## config.mk

```make
export PLATFORM = sky130hd
export DESIGN_NAME = thermal_stage_guard
export DESIGN_NICKNAME = d
export VERILOG_FILES = /design/src/rtl/tsg_pkg.sv /design/src/rtl/tsg_combiner.sv /design/src/rtl/tsg_stage_flag.sv /design/src/rtl/tsg_shutdown_latch.sv /design/src/rtl/thermal_stage_guard.sv
export SDC_FILE = /design/constraint.sdc
export NUM_CORES = 1
export LEC_CHECK = 0
export ABC_AREA = 1
export BUFFER_PORTS_ARGS = -buffer_cell sky130_fd_sc_hd__clkbuf_2
export CORE_ASPECT_RATIO = 1.5
export CORE_UTILIZATION = 58
export CTS_CLUSTER_SIZE = 16
export DETAILED_ROUTE_END_ITERATION = 8
export PLACE_DENSITY = 0.92
export SKIP_CTS_REPAIR_TIMING = 1
export SLEW_MARGIN = 10
export SYNTH_ARGS = -nofsm -noshare
export SYNTH_HDL_FRONTEND = slang
export SYNTH_SLANG_ARGS = --single-unit
```

## constraint.sdc

```tcl
create_clock -name clk -period 7.5 [get_ports clk]
set_input_delay 1.125 -clock clk [delete_from_list [all_inputs] [get_ports clk]]
set_output_delay 1.125 -clock clk [all_outputs]
set_load 0.005 [all_outputs]
```

## src/rtl/tsg_pkg.sv

```systemverilog
// Shared types for the staged thermal protection comparator.
// Assumes nothing beyond IEEE 1800-2017 packages.
package tsg_pkg;

    // Strategy codes for forming the protection temperature.
    typedef enum logic [1:0] {
        MODE_MEAN = 2'b00,
        MODE_MAX  = 2'b01,
        MODE_ONE  = 2'b10,
        MODE_RSVD = 2'b11
    } prot_mode_e;

endpackage

```

## src/rtl/tsg_combiner.sv

```systemverilog
// Forms one protection temperature from NUM_SENS raw readings and
// registers it together with a valid bit.
// Assumes NUM_SENS is a power of two so that the mean is a plain shift
// and every select index names a real sensor.
module tsg_combiner
    import tsg_pkg::*;
#(
    parameter int TEMP_W   = 15,
    parameter int NUM_SENS = 4,
    localparam int SEL_W   = (NUM_SENS > 1) ? $clog2(NUM_SENS) : 1,
    localparam int SUM_W   = TEMP_W + SEL_W
) (
    input  logic                         clk,
    input  logic                         rst_n,
    input  logic                         sample_vld,
    input  logic [NUM_SENS*TEMP_W-1:0]   sample_data,
    input  logic [1:0]                   mode,
    input  logic [SEL_W-1:0]             sel,
    output logic                         prot_vld,
    output logic [TEMP_W-1:0]            prot_temp
);

    logic [TEMP_W-1:0] rd [NUM_SENS];
    logic [SUM_W-1:0]  sum_c;
    logic [SUM_W-1:0]  sum_shr;
    logic [TEMP_W-1:0] mean_c;
    logic [TEMP_W-1:0] max_c;
    logic [TEMP_W-1:0] one_c;
    logic [TEMP_W-1:0] pick_c;
    prot_mode_e        mode_e;

    // Split the packed input bus into one reading per sensor slot.
    for (genvar g = 0; g < NUM_SENS; g++) begin : g_split
        assign rd[g] = sample_data[g*TEMP_W +: TEMP_W];
    end

    // Sum all readings at full width and truncate-divide by the count.
    always_comb begin
        sum_c = '0;
        for (int i = 0; i < NUM_SENS; i++) begin
            sum_c = sum_c + SUM_W'(rd[i]);
        end
        sum_shr = sum_c >> SEL_W;
        mean_c  = sum_shr[TEMP_W-1:0];
    end

    // Find the hottest reading.
    always_comb begin
        max_c = rd[0];
        for (int i = 1; i < NUM_SENS; i++) begin
            if (rd[i] > max_c) begin
                max_c = rd[i];
            end
        end
    end

    // Pick the indexed reading.
    assign one_c = rd[sel];

    // Choose the strategy; the reserved code falls back to the maximum.
    always_comb begin
        mode_e = prot_mode_e'(mode);
        case (mode_e)
            MODE_MEAN: pick_c = mean_c;
            MODE_ONE:  pick_c = one_c;
            default:   pick_c = max_c;
        endcase
    end

    // Register the protection temperature whenever a sample arrives.
    always_ff @(posedge clk) begin
        if (!rst_n) begin
            prot_vld  <= 1'b0;
            prot_temp <= '0;
        end else begin
            prot_vld <= sample_vld;
            if (sample_vld) begin
                prot_temp <= pick_c;
            end
        end
    end

    // The maximum strategies never yield a value below any reading.
    for (genvar g = 0; g < NUM_SENS; g++) begin : g_chk
        AST_MAX_COVERS_ALL: assert property (@(posedge clk) disable iff (!rst_n)
            (sample_vld && mode[0] && (mode[1] || 1'b1) && (mode == 2'b01 || mode == 2'b11))
            |=> (prot_temp >= $past(rd[g])));
    end

    // A mean is never above the largest reading.
    AST_MEAN_BOUNDED: assert property (@(posedge clk) disable iff (!rst_n)
        (sample_vld && mode == 2'b00) |=> (prot_temp <= $past(max_c)));

    // No strobe, no new protection value.
    AST_NO_STROBE_NO_VALUE: assert property (@(posedge clk) disable iff (!rst_n)
        !sample_vld |=> !prot_vld);

endmodule

```

## src/rtl/tsg_stage_flag.sv

```systemverilog
// One protection stage: compares the registered protection temperature
// with a threshold and keeps a sticky write-one-to-clear flag.
// Assumes a zero threshold means the stage is switched off and that a
// set on the same edge as a clear wins, so no event is lost.
module tsg_stage_flag #(
    parameter int TEMP_W = 15
) (
    input  logic              clk,
    input  logic              rst_n,
    input  logic              prot_vld,
    input  logic [TEMP_W-1:0] prot_temp,
    input  logic [TEMP_W-1:0] thresh,
    input  logic              clr,
    output logic              flag
);

    logic armed;
    logic reach;
    logic flag_q;

    // Stage is live only with a non-zero threshold.
    assign armed = (thresh != '0);

    // Trip on a fresh value at or above the threshold.
    assign reach = prot_vld && armed && (prot_temp >= thresh);

    // Sticky flag: set has priority over clear.
    always_ff @(posedge clk) begin
        if (!rst_n) begin
            flag_q <= 1'b0;
        end else if (reach) begin
            flag_q <= 1'b1;
        end else if (clr) begin
            flag_q <= 1'b0;
        end
    end

    assign flag = flag_q;

    AST_TRIP_SETS: assert property (@(posedge clk) disable iff (!rst_n)
        (prot_vld && thresh != '0 && prot_temp >= thresh) |=> flag);

    AST_FLAG_STICKY: assert property (@(posedge clk) disable iff (!rst_n)
        (flag && !clr) |=> flag);

    AST_ZERO_THRESH_QUIET: assert property (@(posedge clk) disable iff (!rst_n)
        (!flag && thresh == '0) |=> !flag);

    AST_IDLE_NO_SET: assert property (@(posedge clk) disable iff (!rst_n)
        (!flag && !prot_vld) |=> !flag);

endmodule

```

## src/rtl/tsg_shutdown_latch.sv

```systemverilog
// Latches a shutdown request one cycle after the top stage trips and
// holds it until reset, independent of the stage flag being cleared.
// Assumes reset is the only way to withdraw a shutdown.
module tsg_shutdown_latch (
    input  logic clk,
    input  logic rst_n,
    input  logic trip,
    output logic req
);

    logic req_q;

    // Set once on trip; only reset releases it.
    always_ff @(posedge clk) begin
        if (!rst_n) begin
            req_q <= 1'b0;
        end else if (trip) begin
            req_q <= 1'b1;
        end
    end

    assign req = req_q;

    AST_SHUTDOWN_FOLLOWS: assert property (@(posedge clk) disable iff (!rst_n)
        trip |=> req);

    AST_SHUTDOWN_HOLDS: assert property (@(posedge clk) disable iff (!rst_n)
        req |=> req);

endmodule

```

## src/rtl/thermal_stage_guard.sv

```systemverilog
// Top of the staged thermal protection comparator. Combines the sensor
// readings, drives NUM_STAGES stage comparators and latches a shutdown
// request from the highest stage.
// Assumes configuration is stable while a sample travels through the
// two pipeline registers.
module thermal_stage_guard
    import tsg_pkg::*;
#(
    parameter int TEMP_W     = 15,
    parameter int NUM_SENS   = 4,
    parameter int NUM_STAGES = 3,
    localparam int SEL_W     = (NUM_SENS > 1) ? $clog2(NUM_SENS) : 1
) (
    input  logic                          clk,
    input  logic                          rst_n,
    input  logic                          sample_vld,
    input  logic [NUM_SENS*TEMP_W-1:0]    sample_data,
    input  logic [1:0]                    cfg_mode,
    input  logic [SEL_W-1:0]              cfg_sel,
    input  logic [NUM_STAGES*TEMP_W-1:0]  stage_thresh,
    input  logic [NUM_STAGES-1:0]         stage_clr,
    output logic [NUM_STAGES-1:0]         stage_flag,
    output logic                          shutdown_req
);

    logic              prot_vld;
    logic [TEMP_W-1:0] prot_temp;

    // Protection temperature path.
    tsg_combiner #(
        .TEMP_W   (TEMP_W),
        .NUM_SENS (NUM_SENS)
    ) u_comb (
        .clk         (clk),
        .rst_n       (rst_n),
        .sample_vld  (sample_vld),
        .sample_data (sample_data),
        .mode        (cfg_mode),
        .sel         (cfg_sel),
        .prot_vld    (prot_vld),
        .prot_temp   (prot_temp)
    );

    // One comparator and sticky flag per stage.
    for (genvar s = 0; s < NUM_STAGES; s++) begin : g_stage
        tsg_stage_flag #(
            .TEMP_W (TEMP_W)
        ) u_stage (
            .clk       (clk),
            .rst_n     (rst_n),
            .prot_vld  (prot_vld),
            .prot_temp (prot_temp),
            .thresh    (stage_thresh[s*TEMP_W +: TEMP_W]),
            .clr       (stage_clr[s]),
            .flag      (stage_flag[s])
        );
    end

    // Shutdown request from the highest stage.
    tsg_shutdown_latch u_sd (
        .clk   (clk),
        .rst_n (rst_n),
        .trip  (stage_flag[NUM_STAGES-1]),
        .req   (shutdown_req)
    );

    AST_RESET_QUIET: assert property (@(posedge clk)
        !rst_n |=> (stage_flag == '0 && !shutdown_req));

endmodule

```

-- Word level (Yosys, flattened, before mapping)
Cells that the tools add are included.
- bits in registers: 20
- input port bits: 115
- output and inout bits: 4
- logic and storage cells: 44
- add/subtract/negate cells: 3
- order comparisons: 7
- equal/unequal tests: 1
- muxes and demuxes: 13
- bitwise logic cells: 1
- reductions and logical operators: 13
- operators with widths (operator ; count):
    2-to-1 mux 15 bit ; 5
    >= comparator 15 bit ; 3
    > comparator 15 bit ; 3
    nonzero test 15 bit ; 3
    adder 17 x 15 -> 17 bit ; 2
    binary-select mux 15 bit (select 2 bit) ; 1
    one-hot mux 15 bit (2 select lines) ; 1
    adder 15 x 15 -> 16 bit ; 1
    logical AND 1 bit ; 6
    2-to-1 mux 1 bit ; 6
    nonzero test 2 bit ; 3
    >= comparator 3 bit (second input constant) ; 1
    inverter 2 -> 3 bit ; 1
    == test 2 bit (second input constant) ; 1
    zero test 2 bit ; 1

-- Longest topological paths before layout
- depth in word-level cells: 7
- depth in mapped cells: 40
- gate-level depth less buffers: 35

-- Hierarchy
From an unflattened synthesis, not the netlist that was laid out.
- cell total of the unflattened synthesis: 892
- area, all modules: 5823.1 um2
- by module, submodules not included (module ; times used ; cells an instance ; area an instance (um2) ; sequential area each (um2)):
    tsg_combiner ; 1 ; 621 ; 4191.5 ; 320.3
    tsg_stage_flag (g_stage[1].u_stage ...) ; 2 ; 89 ; 540.5 ; 20.0
    tsg_stage_flag (g_stage[0].u_stage) ; 1 ; 89 ; 519.2 ; 20.0
    tsg_shutdown_latch ; 1 ; 4 ; 31.3 ; 20.0

-- Worst setup path before layout
Ideal clock, no wire load.
- path kind: input to register
- start point: input sample_data[4]
- end point: register u_comb.prot_temp[14]
- library setup time: 0.125 ns
- arrival: 5.583 ns
- required time: 7.375 ns
- setup slack: 1.792 ns
- stages on the path: 36
- buffers on the path: 6
- cell sequence: inv_1 > ha_1 > buf_2 > nand2_1 > nand2_1 > a21oi_1 > nand2_1 > nand2_1 > nand2_2 > nand2_2 > buf_2 > buf_2 > nand2_1 > o21ai_0 > ha_1 > a21oi_1 > nor2_1 > nor2_1 > nand2_1 > nand2_1 > nand2_1 > nand2_1 > clkbuf_1 > clkbuf_1 > nand2_1 > o21ai_0 > ha_1 > a21oi_1 > a31oi_1 > a2111oi_0 > nand2_4 > nand2_4 > buf_6 > nand2_1 > nand3_2 > a21oi_2
- word-level cells in the longest chain between the ends: 7
- elaborated cells between the ends (all ways): 10
- classes of those cells: 3 x add/sub; 3 x order compare; 4 x mux
- ends and longest elaborated chain (element ; line ; RTL):
    start: declaration ; thermal_stage_guard.sv:17 ; input logic [NUM_SENS*TEMP_W-1:0] sample_data,
    > comparator 15 bit ; tsg_combiner.sv:51 ; if (rd[i] > max_c) begin
    2-to-1 mux 15 bit ; tsg_combiner.sv:51 ;
    > comparator 15 bit ; tsg_combiner.sv:51 ;
    2-to-1 mux 15 bit ; tsg_combiner.sv:51 ;
    > comparator 15 bit ; tsg_combiner.sv:51 ;
    2-to-1 mux 15 bit ; tsg_combiner.sv:51 ;
    one-hot mux 15 bit (2 select lines) * ; tsg_combiner.sv:63 ; case (mode_e)
    end signal: assignment ; tsg_combiner.sv:78 ; prot_temp <= pick_c;
    end: declaration ; tsg_combiner.sv:20 ; output logic [TEMP_W-1:0] prot_temp
Every way passes the cells marked *; elsewhere a longest branch is shown, timed or not.
A chain may end at the register's enable or synchronous reset.

-- Worst setup path in the final report
- start point: input sample_data[13]
- end point: register u_comb.prot_temp[3]
- word-level cells in the longest chain between the ends: 7
- ends and longest elaborated chain (element ; line):
    > comparator 15 bit ; tsg_combiner.sv:51
    2-to-1 mux 15 bit * ; tsg_combiner.sv:51
    > comparator 15 bit ; tsg_combiner.sv:51
    2-to-1 mux 15 bit * ; tsg_combiner.sv:51
    > comparator 15 bit ; tsg_combiner.sv:51
    2-to-1 mux 15 bit * ; tsg_combiner.sv:51
    one-hot mux 15 bit (2 select lines) * ; tsg_combiner.sv:63
Marked as above.

==> metrics.md <==
| Metric | Value |
|---|---|
| Unrepaired setup endpoints after global routing | false |
| Static power due to leakage | between 3 and 4 nW |
| Hold/Removal Path Class | flip-flop to flip-flop |
| Fillers | 919 |
| Element type at the critical path end | flip-flop |
| Failing checks | design-rule violations |
| Final setup violating endpoints | 0 |
| Post-detailed-routing wire length | approximately 17,000 µm |
| Max Cap Viol | 0 |
| Dominant cells by area after synthesis | sky130_fd_sc_hd__ha_1 (24%), sky130_fd_sc_hd__inv_1 (12%), sky130_fd_sc_hd__nand2_1 (9.8%), sky130_fd_sc_hd__o21ai_0 (8.7%), sky130_fd_sc_hd__a21oi_1 (7.1%) |
| Synthesized area per cell | approximately 6.4 µm² |
| Aggregate global routing overflow | 0 |
| Synthesized netlist net count | 1,200 |
| Switching Share | ~52% |
| Synthesized instance count | 950 |
| Die Y | 127.4 µm |
| CP bufs+invs | 3 |
| Part of the power in the clock network | 12.6% |
| Max Fclk | about 150 MHz |
| I/O pin total | 119 |
| Warnings from Yosys | 0 |
| Sequential group share of total power | between 10% and 20% |
| Critical setup path kind | primary input to flip-flop |
| Drt first-iter violations | 524 |
| Worst-case clock buffer depth | 2 |
| CTS tree | yes |
| Number of nets still failing antenna checks after routing | 0 |
| Area enclosed by the die boundary | about 0.011 mm² |
| Antenna violations before repair | 0 |
| Post-route worst setup slack | approximately 0.86 ns |
| Synthesis-to-finish area growth | 11.03% |
| Most used cell along the critical path | sky130_fd_sc_hd__nand2_1 |
| Power density of the placed cells | around 150 mW/mm² |
| H-tree depth reported by CTS | 1 |
| Fraction of layout cells with a size suffix above 1 | 16.20% |
| Combinational share of power | 74.2% |
| Final Hold Vio Count | 0 |
| Maximum resistive drop on vdd | 0.06595 mV |
| Clock-pin slew of the registers on the worst-case setup and hold paths | roughly 0.060 ns |
| Largest net degree at the start of global routing | 49 |
| Via count of the routed design | roughly 6.6k |
| Total Power | 0.9971 mW |
| Setup slack of the most critical reg-to-reg path | 5.09 ns |
| Critical path peak fanout | 30 |
| Wire per inst | between 10 and 15 µm |
| Prevailing post-synth register cell | sky130_fd_sc_hd__dfxtp_1 |
| Internal power | approximately 0.47 mW |
| Element type at the critical path start | primary input |
| Global-route wire length before repair | 27,720 µm |
| Rows | 45 |
| Max transition margin | between 20% and 30% |
| Final Cycle Share | 88.54% |
| #FFs+latches synth | 20 |
| Die width | about 86 µm |
| Post-synthesis instance area | approximately 0.006 mm² |
| Worst slack, placed | ~0.7 ns |
| Area share of the largest cell type after synthesis | between 20% and 30% |
| Run status | finished with violations |
| Placer's final routability congestion estimate | about 0.95 |
| Yosys cell types | 45 |
| Cell with the largest stage delay on the worst path | sky130_fd_sc_hd__a2111oi_0 |
| Biggest cell delay along the critical path | 0.61 ns |
| Final critical path time including I/O delays and setup | 6.640 ns |
| Number of buffers created by CTS | 3 |
| Number of flops mapped to enable cells by yosys | 0 |
| CP delay by family, top | simple AND/OR/NAND/NOR gates |
| Overall track demand over capacity in global routing | between 30% and 40% |
| Iteration count of the initial detailed-routing pass | 8 |
| Root buf cell | sky130_fd_sc_hd__clkbuf_16 |
| Initial Util | 60.00% |
| Total Nets Final | between 1k and 1.5k |
| Most used standard cell by instance count after synthesis | sky130_fd_sc_hd__inv_1 |
| Via count of the first global-routing pass | 6,407 |
| Count of antenna diodes in the layout | 0 |
| Psw | ~0.52 mW |
| Number of sinks on the clock net | 20 |
| Total core area | between 0.01 and 0.015 mm² |
| Total DRC errors in the routed layout | 1 |
| Placed wire-length estimate | ~14,000 µm |
| Async set-or-reset flop fraction in the synthesized netlist | 0% |
| CP arrival | 6.78 ns |
| Ranking of synthesized cells by instance count | sky130_fd_sc_hd__inv_1 (195), sky130_fd_sc_hd__nand2_1 (159), sky130_fd_sc_hd__ha_1 (119) |
| Clock latency on the worst-skew pair | 0.26 ns |
| Total count of max-transition violations in the final report | 0 |
| Worst endpoint required time | 7.64 ns |
| Worst clock skew | between 0.001 and 0.0015 ns |
| Least-Margin Pin Slew | around 1.1 ns |
| Library cell with the largest summed area after synthesis | sky130_fd_sc_hd__ha_1 |
| Via/cell ratio | ~5.7 |
| Total negative slack for setup checks | 0 ns |
| Sequential fraction of the synthesis area | ~6.6% |
| Number of port buffers | 118 |
[through the flow]
step           hold slack (ns)  instance area (µm²)  util (%)  std cells
5_1_grt                 0.4861                 6751     66.62       1160
3_3_place_gp            0.4501                 6663     65.74       1156
4_1_cts                 0.4639                 6751     66.62       1160
6_report                0.4604                 6751     66.62       1160
3_5_place_dp            0.4544                 6663     65.74       1156
2_1_floorplan           0.4436                 6081         -        950
[area by class of cell]
cell class              count  area [µm²]  area share, %
multi-input cells         704        4782          70.83
repair buffers            119       598.1          8.858
inverters                 196       735.7          10.90
clock buffers               4       88.84          1.316
well taps                 117       146.4          2.168
flip-flops and latches     20       400.4          5.930
[per-layer routing]
metal  GRT usage (%)  vias up  wire length (µm)
li1                -     3348                 -
met1           34.66     2942              6632
met2           57.55      294              8364
met3           4.199       64              1149
met4           16.96        0               882
met5               0        -                 0
[worst min-delay path, stage by stage, from the launching register on]
cell and delay (ns):
sky130_fd_sc_hd__dfxtp_1 0.31, sky130_fd_sc_hd__nand2_1 0.06, sky130_fd_sc_hd__a21oi_1 0.05
[worst paths after layout]
kind | start | endpoint | depth (start not counted)
worst min-delay path | g_stage[0].u_stage.flag$_SDFFE_PN0P_ | g_stage[0].u_stage.flag$_SDFFE_PN0P_ | 2
worst max register to register | u_comb.prot_temp[2]$_SDFFE_PN0P_ | g_stage[0].u_stage.flag$_SDFFE_PN0P_ | 12
worst max-delay path | sample_data[13] | u_comb.prot_temp[3]$_SDFFE_PN0P_ | 27
worst min register to register | g_stage[0].u_stage.flag$_SDFFE_PN0P_ | g_stage[0].u_stage.flag$_SDFFE_PN0P_ | 2
[logic make-up after synthesis]
group	count (synthesis)	synth area share (%)
simple gates	314	24.63
compound gates	241	22.24
buf+inv	226	14.77
fa+ha+maj	135	29.75
flops	20	6.584
xor+xnor	14	2.017
[power by group through the flow]
stage	clock network (mW)	logic [mW]	registers (mW)
finish	0.125	0.740	0.132
global route	0.129	0.843	0.134
CTS	0.125	0.726	0.132
detailed placement	0	0.722	0.134
global placement	0	0.704	0.133
floorplan	0	0.549	0.128
[cells in the final DEF, fill, tap and decap left out, types with 16 or more instances in the layout]
cell	netlist	final
sky130_fd_sc_hd__fa_1	16	16
sky130_fd_sc_hd__nand3_2	24	24
sky130_fd_sc_hd__nand3_1	45	45
sky130_fd_sc_hd__ha_1	119	119
sky130_fd_sc_hd__o21ai_0	106	106
sky130_fd_sc_hd__a21oi_1	86	86
sky130_fd_sc_hd__nor2_1	44	44
sky130_fd_sc_hd__clkbuf_2	0	118
sky130_fd_sc_hd__inv_1	195	195
sky130_fd_sc_hd__nand2_1	159	159
sky130_fd_sc_hd__dfxtp_1	20	20
[state kept, by name (all words and copies together) (netlist names)]
| register | count |
|---|---|
| u_comb.prot_vld | 1 |
| g_stage.u_stage.flag | 3 |
| u_comb.prot_temp | 15 |
| u_sd.req | 1 |
(Power assumes the default switching activity.)
